## src/rtl/erase_seq_pkg.sv

```systemverilog
package erase_seq_pkg;

  typedef enum logic [2:0] {
    S_IDLE, S_CMD_ERASE, S_CMD_CONFIRM, S_POLL_REQ,
    S_POLL_EVAL, S_CLR_STAT, S_READ_ARRAY, S_FINISH
  } seqState_t;

  typedef enum logic [1:0] {
    OP_ERASE, OP_CONFIRM, OP_CLEAR, OP_READARRAY
  } busOp_t;

  typedef struct packed {
    logic   loadAddr;
    logic   clearFlags;
    logic   captureStatus;
    logic   flagTimeout;
    logic   pvOn;
    logic   pvOff;
    busOp_t op;
  } seqCtl_t;

  localparam logic [7:0] CMD_ERASE     = 8'h20;
  localparam logic [7:0] CMD_CONFIRM   = 8'hD0;
  localparam logic [7:0] CMD_CLEAR     = 8'h50;
  localparam logic [7:0] CMD_READARRAY = 8'hFF;

  localparam int BIT_LOCK  = 1;
  localparam int BIT_VOLT  = 3;
  localparam int BIT_PROG  = 4;
  localparam int BIT_ERASE = 5;
  localparam int BIT_READY = 7;

endpackage

```

## src/rtl/erase_seq_ctrl.sv

```systemverilog
module erase_seq_ctrl
  import erase_seq_pkg::*;
(
  input  logic    clk,
  input  logic    rstN,
  input  logic    start,
  input  logic    statusReady,
  input  logic    timerExpired,
  output seqCtl_t ctl,
  output logic    busWe,
  output logic    busRe,
  output logic    busy,
  output logic    done
);

  seqState_t state, nextState;

  always_ff @(posedge clk) begin
    if (!rstN) state <= S_IDLE;
    else       state <= nextState;
  end

  always_comb begin
    nextState = state;
    ctl       = '0;
    ctl.op    = OP_ERASE;
    busWe     = 1'b0;
    busRe     = 1'b0;
    done      = 1'b0;
    case (state)
      S_IDLE: begin
        if (start) begin
          ctl.loadAddr   = 1'b1;
          ctl.clearFlags = 1'b1;
          ctl.pvOn       = 1'b1;
          nextState      = S_CMD_ERASE;
        end
      end
      S_CMD_ERASE: begin
        busWe     = 1'b1;
        ctl.op    = OP_ERASE;
        nextState = S_CMD_CONFIRM;
      end
      S_CMD_CONFIRM: begin
        busWe     = 1'b1;
        ctl.op    = OP_CONFIRM;
        nextState = S_POLL_REQ;
      end
      S_POLL_REQ: begin
        busRe     = 1'b1;
        nextState = S_POLL_EVAL;
      end
      S_POLL_EVAL: begin
        if (statusReady) begin
          ctl.captureStatus = 1'b1;
          ctl.pvOff         = 1'b1;
          nextState         = S_CLR_STAT;
        end else if (timerExpired) begin
          ctl.captureStatus = 1'b1;
          ctl.flagTimeout   = 1'b1;
          ctl.pvOff         = 1'b1;
          nextState         = S_CLR_STAT;
        end else begin
          nextState = S_POLL_REQ;
        end
      end
      S_CLR_STAT: begin
        busWe     = 1'b1;
        ctl.op    = OP_CLEAR;
        nextState = S_READ_ARRAY;
      end
      S_READ_ARRAY: begin
        busWe     = 1'b1;
        ctl.op    = OP_READARRAY;
        nextState = S_FINISH;
      end
      S_FINISH: begin
        done      = 1'b1;
        nextState = S_IDLE;
      end
      default: nextState = S_IDLE;
    endcase
  end

  assign busy = (state != S_IDLE) && (state != S_FINISH);

endmodule

```

## src/rtl/erase_seq_datapath.sv

```systemverilog
module erase_seq_datapath
  import erase_seq_pkg::*;
#(
  parameter int ADDR_W     = 24,
  parameter int DATA_W     = 8,
  parameter int CYC_PER_MS = 100000,
  parameter int TIMEOUT_MS = 1500
) (
  input  logic              clk,
  input  logic              rstN,
  input  seqCtl_t           ctl,
  input  logic [ADDR_W-1:0] blockAddr,
  input  logic [DATA_W-1:0] busRdata,
  output logic [ADDR_W-1:0] busAddr,
  output logic [DATA_W-1:0] busWdata,
  output logic              progVoltEn,
  output logic              statusReady,
  output logic              timerExpired,
  output logic              errLock,
  output logic              errVolt,
  output logic              errProg,
  output logic              errErase,
  output logic              errTimeout
);

  localparam longint LIMIT   = longint'(CYC_PER_MS) * longint'(TIMEOUT_MS);
  localparam int     TIMER_W = $clog2(LIMIT + 1);
  localparam logic [TIMER_W-1:0] LIMIT_V = TIMER_W'(LIMIT);

  logic [ADDR_W-1:0]  addrQ;
  logic [TIMER_W-1:0] timer;
  logic [3:0]         errQ;
  logic               toQ;

  always_ff @(posedge clk) begin
    if (!rstN) begin
      addrQ      <= '0;
      timer      <= '0;
      errQ       <= '0;
      toQ        <= 1'b0;
      progVoltEn <= 1'b0;
    end else begin
      if (ctl.loadAddr) addrQ <= blockAddr;
      if (ctl.clearFlags)       timer <= '0;
      else if (timer != LIMIT_V) timer <= timer + 1'b1;
      if (ctl.clearFlags) begin
        errQ <= '0;
        toQ  <= 1'b0;
      end else if (ctl.captureStatus) begin
        errQ <= {busRdata[BIT_ERASE], busRdata[BIT_PROG],
                 busRdata[BIT_VOLT], busRdata[BIT_LOCK]};
        toQ  <= ctl.flagTimeout;
      end
      if (ctl.pvOn)       progVoltEn <= 1'b1;
      else if (ctl.pvOff) progVoltEn <= 1'b0;
    end
  end

  always_comb begin
    case (ctl.op)
      OP_ERASE:   busWdata = DATA_W'(CMD_ERASE);
      OP_CONFIRM: busWdata = DATA_W'(CMD_CONFIRM);
      OP_CLEAR:   busWdata = DATA_W'(CMD_CLEAR);
      default:    busWdata = DATA_W'(CMD_READARRAY);
    endcase
  end

  assign busAddr      = addrQ;
  assign statusReady  = busRdata[BIT_READY];
  assign timerExpired = (timer == LIMIT_V);
  assign errLock      = errQ[0];
  assign errVolt      = errQ[1];
  assign errProg      = errQ[2];
  assign errErase     = errQ[3];
  assign errTimeout   = toQ;

endmodule

```

## src/rtl/flash_erase_seq.sv

```systemverilog
module flash_erase_seq
  import erase_seq_pkg::*;
#(
  parameter int ADDR_W     = 24,
  parameter int DATA_W     = 8,
  parameter int CYC_PER_MS = 100000,
  parameter int TIMEOUT_MS = 1500
) (
  input  logic              clk,
  input  logic              rstN,
  input  logic              start,
  input  logic [ADDR_W-1:0] blockAddr,
  output logic              busy,
  output logic              done,
  output logic              errLock,
  output logic              errVolt,
  output logic              errProg,
  output logic              errErase,
  output logic              errTimeout,
  output logic              progVoltEn,
  output logic [ADDR_W-1:0] busAddr,
  output logic              busWe,
  output logic              busRe,
  output logic [DATA_W-1:0] busWdata,
  input  logic [DATA_W-1:0] busRdata
);

  seqCtl_t ctl;
  logic    statusReady;
  logic    timerExpired;

  erase_seq_ctrl u_ctrl (
    .clk(clk), .rstN(rstN), .start(start),
    .statusReady(statusReady), .timerExpired(timerExpired),
    .ctl(ctl), .busWe(busWe), .busRe(busRe), .busy(busy), .done(done)
  );

  erase_seq_datapath #(
    .ADDR_W(ADDR_W), .DATA_W(DATA_W),
    .CYC_PER_MS(CYC_PER_MS), .TIMEOUT_MS(TIMEOUT_MS)
  ) u_dp (
    .clk(clk), .rstN(rstN), .ctl(ctl), .blockAddr(blockAddr),
    .busRdata(busRdata), .busAddr(busAddr), .busWdata(busWdata),
    .progVoltEn(progVoltEn), .statusReady(statusReady),
    .timerExpired(timerExpired), .errLock(errLock), .errVolt(errVolt),
    .errProg(errProg), .errErase(errErase), .errTimeout(errTimeout)
  );

endmodule

```

## config.mk

```make
export PLATFORM = sky130hd
export DESIGN_NAME = flash_erase_seq
export DESIGN_NICKNAME = d
export VERILOG_FILES = /design/src/rtl/erase_seq_pkg.sv /design/src/rtl/erase_seq_ctrl.sv /design/src/rtl/erase_seq_datapath.sv /design/src/rtl/flash_erase_seq.sv
export SDC_FILE = /design/constraint.sdc
export NUM_CORES = 1
export LEC_CHECK = 0
export CAP_MARGIN = 20
export CORE_MARGIN = 1.5
export CORE_UTILIZATION = 56
export DETAILED_ROUTE_END_ITERATION = 8
export DONT_BUFFER_PORTS = 1
export HOLD_SLACK_MARGIN = 0.03
export PLACE_DENSITY = 0.74
export REMOVE_ABC_BUFFERS = 1
export SLEW_MARGIN = 0
export SYNTH_ARGS = -nofsm -noshare
export SYNTH_HDL_FRONTEND = slang
export SYNTH_SLANG_ARGS = --single-unit
```

## constraint.sdc

```tcl
create_clock -name clk -period 2.1 [get_ports clk]
set_input_delay 0.315 -clock clk [delete_from_list [all_inputs] [get_ports clk]]
set_output_delay 0.315 -clock clk [all_outputs]
set_load 0.1 [all_outputs]
```

==> impl_metrics.csv, run 1 <==
group,metric,value,unit
floorplan,chipWidth,74.1,um
floorplan,die_h,74.1,um
placed_design,place.gp.congestion,0.823,
global_routing,track_usage,0.230,
cells_and_area,final_area,3510,um^2
pwr,irDropWorstVdd,1.60,mV
timing,slew-limit-headroom,0.602,
floorplan,num_io_pins,77,
global_routing,grt_antenna_before_repair,0,
setup_path,path_max_fanout,4,
timing,clock.fmax,0.499,GHz
floorplan,initial_utilization,0.591,
timing,rsz0062_at_grt,"no",
yosys,yosys.area.top_type,"dfxtp_1",
global_routing,grtUsageMet3,0.0705,
cells_and_area,fin_cells,459,
timing,worst_slack,0.0961,ns
outcome,status,"finished clean",
floorplan,die_area,5490,um^2
run,drv_cap,0,
cells_and_area,fillCellCount,358,
route,ant_nets,0,
global_routing,grtUsageMet2,0.381,
yosys,avgSynthCellArea,8.32,um^2
clock_network,htree_levels,3,
placed_design,dp_hpwl,4310,um
cells_and_area,final_common_cell,"nand2_1",
yosys,synth_seq_cells,61,
placed_design,place_ws,0.0694,ns
yosys,synth_warnings,0,
route,drc,0,
setup_path,required,1.78,ns
placed_design,io_buffers,0,
cells_and_area,area_growth,24.2,%
timing,fin_crit_sh,0.954,
placed_design,place_inst,442,
route,wl_per_cell,13.6,um
placed_design,dpl_cell_area,3310,um^2
clock_network,root_buffer,"clkbuf_8",
route,drt_iter0_drc,151,
timing,setup_viol,0,
setup_path,cp-start-kind,"register",
clock_network,path_clk_slew,0.07,ns
pwr,p_comb_frac,0.498,
setup_path,cp.arrival,1.69,ns
global_routing,grtUsageMet1,0.269,
yosys,synth_cells,340,
cells_and_area,drive_gt1_frac,0.247,
clock_network,clock_path_buffers,2,
yosys,syn_area,2830,um^2
setup_path,worstSetupEndpointType,"output pin",
clock_network,clock_sinks,61,
clock_network,cts_tree,"done",
pwr,powerDensity,1280,nW/um^2
hold_path,hp-class,"in2reg",
clock_network,numCtsBuffers,9,
timing,finalHoldViolCount,0,
floorplan,core-area,4790,um^2
floorplan,rows,25,
yosys,yosysUniqueCellTypes,39,
timing,tightest_slew,0.589,ns
timing,hold_ws,0.0992,ns
cells_and_area,nets,431,
setup_path,path_class,"reg2out",
yosys,ys_seq_area_frac,0.432,
global_routing,first_global_vias,2242,
route,vias,2512,
timing,skew,0.0142,ns
global_routing,overflow,0,
yosys,ys_top_cells_by_area,"dfxtp_1, nand2_1, a21boi_0",
route,first_pass_iters,4,
pwr,internal_power,0.00228,W
pwr,p_switching,0.00222,W
global_routing,grt_max_degree,32,
yosys,synth_top_area_frac,0.432,
cells_and_area,insertedDiodeCount,0,
yosys,synth_edf_count,0,
global_routing,grt_most_used_layer,"met2",
pwr,clkPwrFrac,0.200,
timing,slew_viol_final,0,
route,vias_per_cell,5.47,
route,wirelength,6230,um
yosys,async_flop_share,0,
pwr,finalPower,0.00450,W
pwr,power_switching_share,0.494,
timing,min_period,2.00,ns
yosys,ys.flop_type,"dfxtp_1",
clock_network,worstSkewPairLatency,0.35,ns
cells_and_area,final_cell_mix,"nand2_1, dfxtp_1, buf_4, a21boi_0, a21oi_1",
pwr,pwr-share-seq,0.303,
pwr,p_leak,1.31,nW
global_routing,grt_pass1_wl,9730,um
[layout make-up]
| cell class | instances | area [um^2] | area share |
|---|---|---|---|
| clock buffers | 11 | 141 | 0.0402 |
| clock inverters | 4 | 25.0 | 0.00712 |
| inverters | 16 | 60.1 | 0.0171 |
| multi-input cells | 242 | 1480 | 0.422 |
| flip-flops and latches | 61 | 1220 | 0.348 |
| well taps | 67 | 83.8 | 0.0239 |
| repair buffers | 58 | 498 | 0.142 |
[cells in the mapped netlist, types with 2 or more instances]
cell	count
a21boi_0	24
a21oi_1	22
and2_1	3
and3_1	2
and4_1	2
buf_2	2
buf_4	4
clkbuf_1	15
dfxtp_1	61
ha_1	8
inv_1	16
mux2i_1	4
nand2_1	72
nand3_1	10
nand4_1	4
nand4_2	2
nor2_1	12
nor2b_1	2
nor3_1	8
nor4_1	4
o21ai_0	10
o31ai_1	12
or3_1	2
or3_2	3
or4_1	15
xnor2_1	7
xor2_1	2
[layer usage]
layer,up-vias,part of all wire
li1,1281,-
met2,77,0.49
met3,17,0.061
met1,1137,0.42
met5,-,0
met4,0,0.024
[through the flow]
| stage | setup TNS [ns] | utilization |
|---|---|---|
| final | 0 | 0.734 |
| after global routing | 0 | 0.734 |
| after CTS | 0 | 0.729 |
| after detailed placement | 0 | 0.691 |
| after global placement | 0 | 0.691 |
| after floorplan | -9.63 | - |
[final timing paths]
check / cells after the start / endpoint / slack (ns) / startpoint
worst min register to register: 2 / u_dp.busAddr[1]$_SDFFE_PN0P_ / 0.46 / u_dp.busAddr[1]$_SDFFE_PN0P_
worst min-delay path: 2 / u_dp.progVoltEn$_SDFFE_PN0P_ / 0.1 / rstN
worst max register to register: 5 / u_dp.timer[24]$_SDFFE_PP0N_ / 0.12 / u_dp.timer[1]$_SDFFE_PP0N_
worst max-delay path: 8 / busWdata[5] / 0.1 / u_ctrl.state[0]$_SDFFE_PN0P_
[power groups by stage]
| stage | clock network [W] | registers (W) | logic, W |
|---|---|---|---|
| floorplan | 0 | 0.00205 | 0.000979 |
| global placement | 0 | 0.00137 | 0.00218 |
| detailed placement | 0 | 0.00138 | 0.00221 |
| CTS | 0.000902 | 0.00136 | 0.00223 |
| global route | 0.000950 | 0.00138 | 0.00235 |
| finish | 0.000900 | 0.00136 | 0.00224 |
[kinds of logic after synthesis]
logic type / share of synthesized area
AO/OA/AOI/OAI: 0.171
AND/OR/NAND/NOR: 0.265
XOR/XNOR: 0.0279
buffers and inverters: 0.0553
adder cells (fa/ha/maj): 0.0354
multiplexers: 0.0142
flip-flops: 0.432
[worst max-delay path, stage by stage (launching register included)]
cell and delay, ns:
dfxtp_2 0.34, inv_2 0.07, ha_2 0.19, nor2_2 0.05
nor2_2 0.13, inv_1 0.05, ha_1 0.28, inv_2 0.07
buf_12 0.16
[state kept, by name, indices dropped and copies added, names as in the netlist]
register	cells
u_dp.progVoltEn	1
u_dp.timer	28
u_dp.busAddr	24
u_dp.errTimeout	1
u_ctrl.state	3
u_dp.errQ	4
[repair_timing]
item                                   in CTS  in global routing
gates resized for setup                     3                  9
buffers inserted                            1                  1
hold buffers                                0                  0
pin swaps                                   0                  1
endpoints found under the hold margin       0                  0
setup endpoints to repair                   3                  9
Power figures use the tool's default switching activity.
==> inputs of run 2 (changes only) <==
CORE_ASPECT_RATIO = 1.5   (was unset)
PLACE_DENSITY = 0.82   (was 0.74)
==> run 2 against run 1 <==
Maximum frequency down 2.8%. Worst setup slack worse by 0.058 ns. Final area up 1.1%. Register-to-register slack worse by 0.07 ns. Critical endpoint unchanged. Largest power group unchanged. Highest routed layer unchanged.
==> impl_metrics.csv, run 2 (same netlist as run 1, synthesis figures left out) <==
group,metric,value,unit
outcome,status,"finished clean",
global_routing,first_global_vias,2575,
clock_network,clock_path_buffers,2,
setup_path,path_class,"reg2out",
hold_path,hp-class,"in2reg",
pwr,powerDensity,1300,nW/um^2
setup_path,cp-start-kind,"register",
cells_and_area,fillCellCount,348,
setup_path,regToRegSetupSlack,0.05,ns
cells_and_area,fin_cells,460,
setup_path,cp.arrival,1.75,ns
cells_and_area,final_common_cell,"nand2_1",
cells_and_area,multi_input_area,1490,um^2
cells_and_area,final_cell_mix,"nand2_1, dfxtp_1, buf_4, a21boi_0, a21oi_1",
pwr,power_switching_share,0.485,
timing,worst_slack,0.0385,ns
setup_path,required,1.78,ns
floorplan,chipWidth,61.0,um
pwr,p_leak,1.33,nW
global_routing,grt_max_degree,32,
placed_design,io_buffers,0,
timing,tightest_slew,0.471,ns
timing,skew,0.00500,ns
setup_path,worstSetupEndpointType,"output pin",
placed_design,dp_hpwl,4550,um
setup_path,path_common_cell,"inv_2",
timing,hold_ws,0.101,ns
setup_path,worst_path_largest_cell_delay,0.35,ns
cells_and_area,final_area,3550,um^2
setup_path,timing.rr.start,"u_dp.timer[0]$_SDFFE_PP0N_",
floorplan,die_h,90.1,um
cells_and_area,nets,433,
route,wl_per_cell,14.2,um
setup_path,worstSetupEndpoint,"busWdata[5]",
setup_path,cp-startpoint,"u_ctrl.state[0]$_SDFFE_PN0P_",
clock_network,root_buffer,"clkbuf_8",
setup_path,path_cells,"inv_2, ha_2, nor2_2, nor2_1, inv_1, ha_1, inv_2, buf_12",
clock_network,htree_levels,3,
floorplan,die_area,5500,um^2
global_routing,track_usage,0.244,
floorplan,core-area,4850,um^2
placed_design,place.gp.congestion,0.894,
cells_and_area,seqCellArea,1230,um^2
placed_design,place_ws,0.0327,ns
global_routing,grt_antenna_before_repair,0,
setup_path,r2r_cells,5,
cells_and_area,insertedDiodeCount,0,
setup_path,path_max_fanout,4,
timing,min_period,2.06,ns
timing,fin_crit_sh,0.982,
floorplan,initial_utilization,0.583,
setup_path,r2r-end,"u_dp.timer[26]$_SDFFE_PP0N_",
placed_design,dpl_cell_area,3280,um^2
clock_network,ctsHoldBuffers,0,
global_routing,overflow,0,
clock_network,numCtsBuffers,9,
pwr,clkPwrFrac,0.212,
timing,setup_tns,0,ns
clock_network,cts_tree,"done",
timing,slew_viol_final,0,
route,first_pass_iters,5,
floorplan,rows,31,
pwr,p_comb_frac,0.490,
setup_path,crit_slowest_cell,"dfxtp_2",
route,drc,0,
timing,slew-limit-headroom,0.682,
timing,finalHoldViolCount,0,
cells_and_area,largest-register,"u_dp.timer",
cells_and_area,area_growth,25.6,%
timing,clock.fmax,0.485,GHz
pwr,irDropWorstVdd,0.762,mV
route,vias_per_cell,5.62,
run,drv_cap,0,
clock_network,clock_sinks,61,
route,drt_iter0_drc,156,
pwr,pwr-share-seq,0.299,
cells_and_area,drive_gt1_frac,0.256,
pwr,p_switching,0.00223,W
route,wirelength,6530,um
placed_design,place_inst,438,
pwr,internal_power,0.00237,W
global_routing,grt_pass1_wl,10500,um
route,vias,2587,
route,ant_nets,0,
clock_network,worstSkewPairLatency,0.34,ns
clock_network,path_clk_slew,0.06,ns
floorplan,num_io_pins,77,
cells_and_area,largest_reg_flops,28,
timing,setup_viol,0,
[run 2: per-stage QoR]
step                      utilization  power (W)
after global routing            0.733    0.00480
final                           0.733    0.00460
after CTS                       0.719    0.00457
after global placement          0.677    0.00354
after detailed placement        0.677    0.00359
after floorplan                     -    0.00303
[run 2: area by class of cell]
class | instances | area share
multi-input combinational | 242 | 0.420
tap | 66 | 0.0232
sequential | 61 | 0.345
inverter | 16 | 0.0169
clock buffer | 10 | 0.0359
timing repair buffer | 60 | 0.144
clock inverter | 5 | 0.0148
[run 2: power groups by stage]
stage | registers (W) | logic (W) | clock network, W
detailed placement | 0.00139 | 0.00220 | 0
global route | 0.00139 | 0.00237 | 0.00104
CTS | 0.00137 | 0.00221 | 0.000993
floorplan | 0.00205 | 0.000979 | 0
global placement | 0.00138 | 0.00216 | 0
finish | 0.00137 | 0.00225 | 0.000973
[run 2: routing by layer]
| metal | GRT usage | up-vias | share of wire |
|---|---|---|---|
| li1 | - | 1289 | - |
| met2 | 0.422 | 99 | 0.52 |
| met1 | 0.254 | 1179 | 0.39 |
| met3 | 0.0647 | 20 | 0.054 |
| met5 | 0 | - | 0 |
| met4 | 0.127 | 0 | 0.028 |
[run 2: repair_timing]
item | CTS | global route
buffers inserted | 2 | 5
cloned | 0 | 0
pin swaps | 1 | 2
gates resized for setup | 3 | 11
setup endpoints to repair | 1 | 20
[run 2: critical path, delay by kind of cell, from the launching register on]
| family | cells | cell delay, ns |
|---|---|---|
| AND/OR/NAND/NOR | 2 | 0.19 |
| flip-flops | 1 | 0.35 |
| buffers and inverters | 4 | 0.39 |
| adder cells (fa/ha/maj) | 2 | 0.48 |
[run 2: how the worst min path moves through the flow]
stage / startpoint / to / depth (start not counted)
3_5_place_dp: rstN / u_dp.progVoltEn$_SDFFE_PN0P_ / 2
4_1_cts: rstN / u_dp.progVoltEn$_SDFFE_PN0P_ / 2
5_1_grt: rstN / u_ctrl.state[2]$_SDFFE_PN0P_ / 1
2_1_floorplan: rstN / u_dp.progVoltEn$_SDFFE_PN0P_ / 2
6_report: rstN / u_dp.progVoltEn$_SDFFE_PN0P_ / 2
3_3_place_gp: rstN / u_dp.progVoltEn$_SDFFE_PN0P_ / 2
==> inputs of run 3 (changes only) <==
ABC_AREA = 1   (was unset)
CORE_UTILIZATION = 57   (was 56)
PLACE_DENSITY = 0.83   (was 0.82)
TNS_END_PERCENT = 10   (was unset)
==> run 3 against run 2 <==
First-iteration DRC count increased by 22%. Worst setup slack improved by 0.028 ns. Clock skew increased by 0.0018 ns. Sequential power increased by 4%. Critical path depth decreased by 2. Die area increased by 6.8%. Register-to-register slack improved by 0.38 ns. Flip-flop and latch count unchanged. Sequential share of layout area decreased by 1.6 points. Clock power increased by 12%. Critical endpoint unchanged. Highest routed layer unchanged.
==> impl_metrics.csv, run 3 <==
group,metric,value,unit
yosys,synth_compound_area_frac,0.145,
yosys,ys_top_cells_by_count,"nand2_1, inv_1, dfxtp_1",
setup_path,timing.rr.start,"u_ctrl.state[0]$_SDFFE_PN0P_",
yosys,async_flop_share,0,
global_routing,grt_antenna_before_repair,0,
clock_network,clock_path_buffers,2,
timing,tightest_slew,0.390,ns
timing,rsz0062_at_grt,"no",
pwr,p_leak,1.53,nW
run,drv_cap,0,
timing,fin_crit_sh,0.968,
cells_and_area,largest_reg_flops,28,
yosys,yosysUniqueCellTypes,31,
timing,finalHoldViolCount,0,
hold_path,hp-class,"in2reg",
yosys,muxShareOfSynthArea,0,
yosys,avgSynthCellArea,6.75,um^2
yosys,synth_fa_ha_area_frac,0.0325,
cells_and_area,nets,539,
pwr,finalPower,0.00525,W
clock_network,cts_tree,"done",
timing,slew-limit-headroom,0.740,
setup_path,cp-startpoint,"u_ctrl.state[0]$_SDFFE_PN0P_",
clock_network,post_cts_buffers,0,
setup_path,path_max_fanout,4,
placed_design,io_buffers,0,
setup_path,r2r_cells,6,
floorplan,num_io_pins,77,
yosys,synthXorXnorAreaFrac,0.00568,
setup_path,path_class,"reg2out",
clock_network,numCtsBuffers,9,
route,ant_nets,0,
clock_network,clock_sinks,61,
yosys,yosys.area_share.simple,0.301,
route,vias_per_cell,5.21,
setup_path,cp-start-kind,"register",
global_routing,overflow,0,
timing,min_period,2.03,ns
route,drc,0,
setup_path,cp.arrival,1.72,ns
timing,clock.fmax,0.492,GHz
setup_path,required,1.78,ns
yosys,ys_seq_area_frac,0.396,
route,vias,2965,
pwr,p_comb_frac,0.521,
floorplan,chipWidth,63.1,um
hold_path,min-delay-start,"rstN",
yosys,synth.most_common_cell,"nand2_1",
route,wirelength,7430,um
placed_design,place_ws,0.267,ns
yosys,synth_warnings,0,
pwr,internal_power,0.00252,W
yosys,syn_area,3080,um^2
route,wl_per_cell,13.1,um
setup_path,r2r-end,"u_dp.busAddr[10]$_SDFFE_PN0P_",
pwr,powerDensity,1410,nW/um^2
timing,setup_tns,0,ns
timing,worst_slack,0.0663,ns
timing,hold_ws,0.0896,ns
route,first_pass_iters,4,
clock_network,htree_levels,3,
global_routing,first_global_vias,2984,
outcome,status,"finished clean",
global_routing,grt_pass1_wl,12700,um
yosys,synth_seq_cells,61,
setup_path,worstSetupEndpointType,"output pin",
floorplan,die_area,5870,um^2
cells_and_area,drive_gt1_frac,0.162,
setup_path,regToRegSetupSlack,0.43,ns
floorplan,rows,32,
placed_design,place.gp.congestion,0.979,
clock_network,path_clk_slew,0.07,ns
cells_and_area,insertedDiodeCount,0,
timing,skew,0.00678,ns
yosys,synth_edf_count,0,
global_routing,grt_max_degree,50,
cells_and_area,fin_cells,569,
timing,slew_viol_final,0,
yosys,synth_cells,457,
pwr,irDropWorstVdd,2.08,mV
floorplan,die_h,93.1,um
pwr,clkPwrFrac,0.208,
yosys,ys.flop_type,"dfxtp_1",
yosys,ys_top_cells_by_area,"dfxtp_1, nand2_1, inv_1",
floorplan,core-area,5160,um^2
pwr,pwr-share-seq,0.271,
cells_and_area,final_common_cell,"nand2_1",
clock_network,worstSkewPairLatency,0.34,ns
cells_and_area,largest-register,"u_dp.timer",
route,drt_iter0_drc,190,
clock_network,root_buffer,"clkbuf_8",
yosys,yosys.area.top_type,"dfxtp_1",
global_routing,track_usage,0.275,
placed_design,dp_hpwl,5380,um
pwr,p_switching,0.00273,W
cells_and_area,area_growth,20.7,%
floorplan,initial_utilization,0.597,
pwr,power_switching_share,0.520,
setup_path,worstSetupEndpoint,"busWdata[5]",
placed_design,place_inst,553,
yosys,synth_top_area_frac,0.396,
hold_path,whs_path_depth,2,
cells_and_area,final_cell_mix,"nand2_1, inv_1, dfxtp_1, a21oi_1, nor2_1",
yosys,synth_top_family_by_area,"simple AND/OR/NAND/NOR gates",
timing,setup_viol,0,
-- run 3: repair_timing --
item,CTS,global route
pin swaps,0,0
endpoints found under the setup margin,3,1
hold buffers,0,0
gates resized for setup,3,4
-- run 3: through the flow --
stage	utilization	instance area, um^2
6_report	0.721	3720
5_1_grt	0.721	3720
4_1_cts	0.718	3710
3_5_place_dp	0.676	3490
3_3_place_gp	0.676	3490
2_1_floorplan	-	3010
-- run 3: logic make-up after synthesis --
group / Yosys count
adder cells (fa/ha/maj): 8
buffers and inverters: 94
AO/OA/AOI/OAI: 88
XOR/XNOR: 2
flip-flops: 61
AND/OR/NAND/NOR: 204
-- run 3: layer usage --
| layer | vias to the layer above | GRT usage | part of all wire |
|---|---|---|---|
| met1 | 1307 | 0.288 | 0.38 |
| met3 | 29 | 0.0445 | 0.056 |
| met2 | 104 | 0.505 | 0.52 |
| li1 | 1525 | - | - |
| met5 | - | 0 | 0 |
| met4 | 0 | 0.172 | 0.042 |
-- run 3: area by class of cell --
type | count | area (um^2)
Fill cell | 401 | 1440
Multi-Input combinational cell | 302 | 1520
Inverter | 80 | 302
Timing Repair Buffer | 42 | 385
Tap cell | 68 | 85.1
Clock inverter | 6 | 71.3
Sequential cell | 61 | 1230
Clock buffer | 10 | 138
-- run 3: worst min-delay path by stage --
stage	slack [ns]	endpoint
2_1_floorplan	0.42	u_dp.progVoltEn$_SDFFE_PN0P_
3_3_place_gp	0.43	u_dp.progVoltEn$_SDFFE_PN0P_
3_5_place_dp	0.44	u_dp.progVoltEn$_SDFFE_PN0P_
4_1_cts	0.07	u_dp.progVoltEn$_SDFFE_PN0P_
5_1_grt	0.09	u_dp.busAddr[22]$_SDFFE_PN0P_
6_report	0.09	u_dp.progVoltEn$_SDFFE_PN0P_
-- run 3: worst max-delay path: stages (launching register included) --
cell and delay [ns]:
dfxtp_4 0.36, inv_1 0.16, ha_1 0.22, inv_1 0.06, ha_1 0.30, inv_1 0.10, buf_12 0.18
-- run 3: power by group through the flow --
stage	sequential (W)	clock [W]	combinational, W
after CTS	0.00142	0.00110	0.00273
after global placement	0.00143	0	0.00265
final	0.00143	0.00109	0.00274
after detailed placement	0.00144	0	0.00268
after global routing	0.00145	0.00114	0.00286
after floorplan	0.00248	0	0.00102
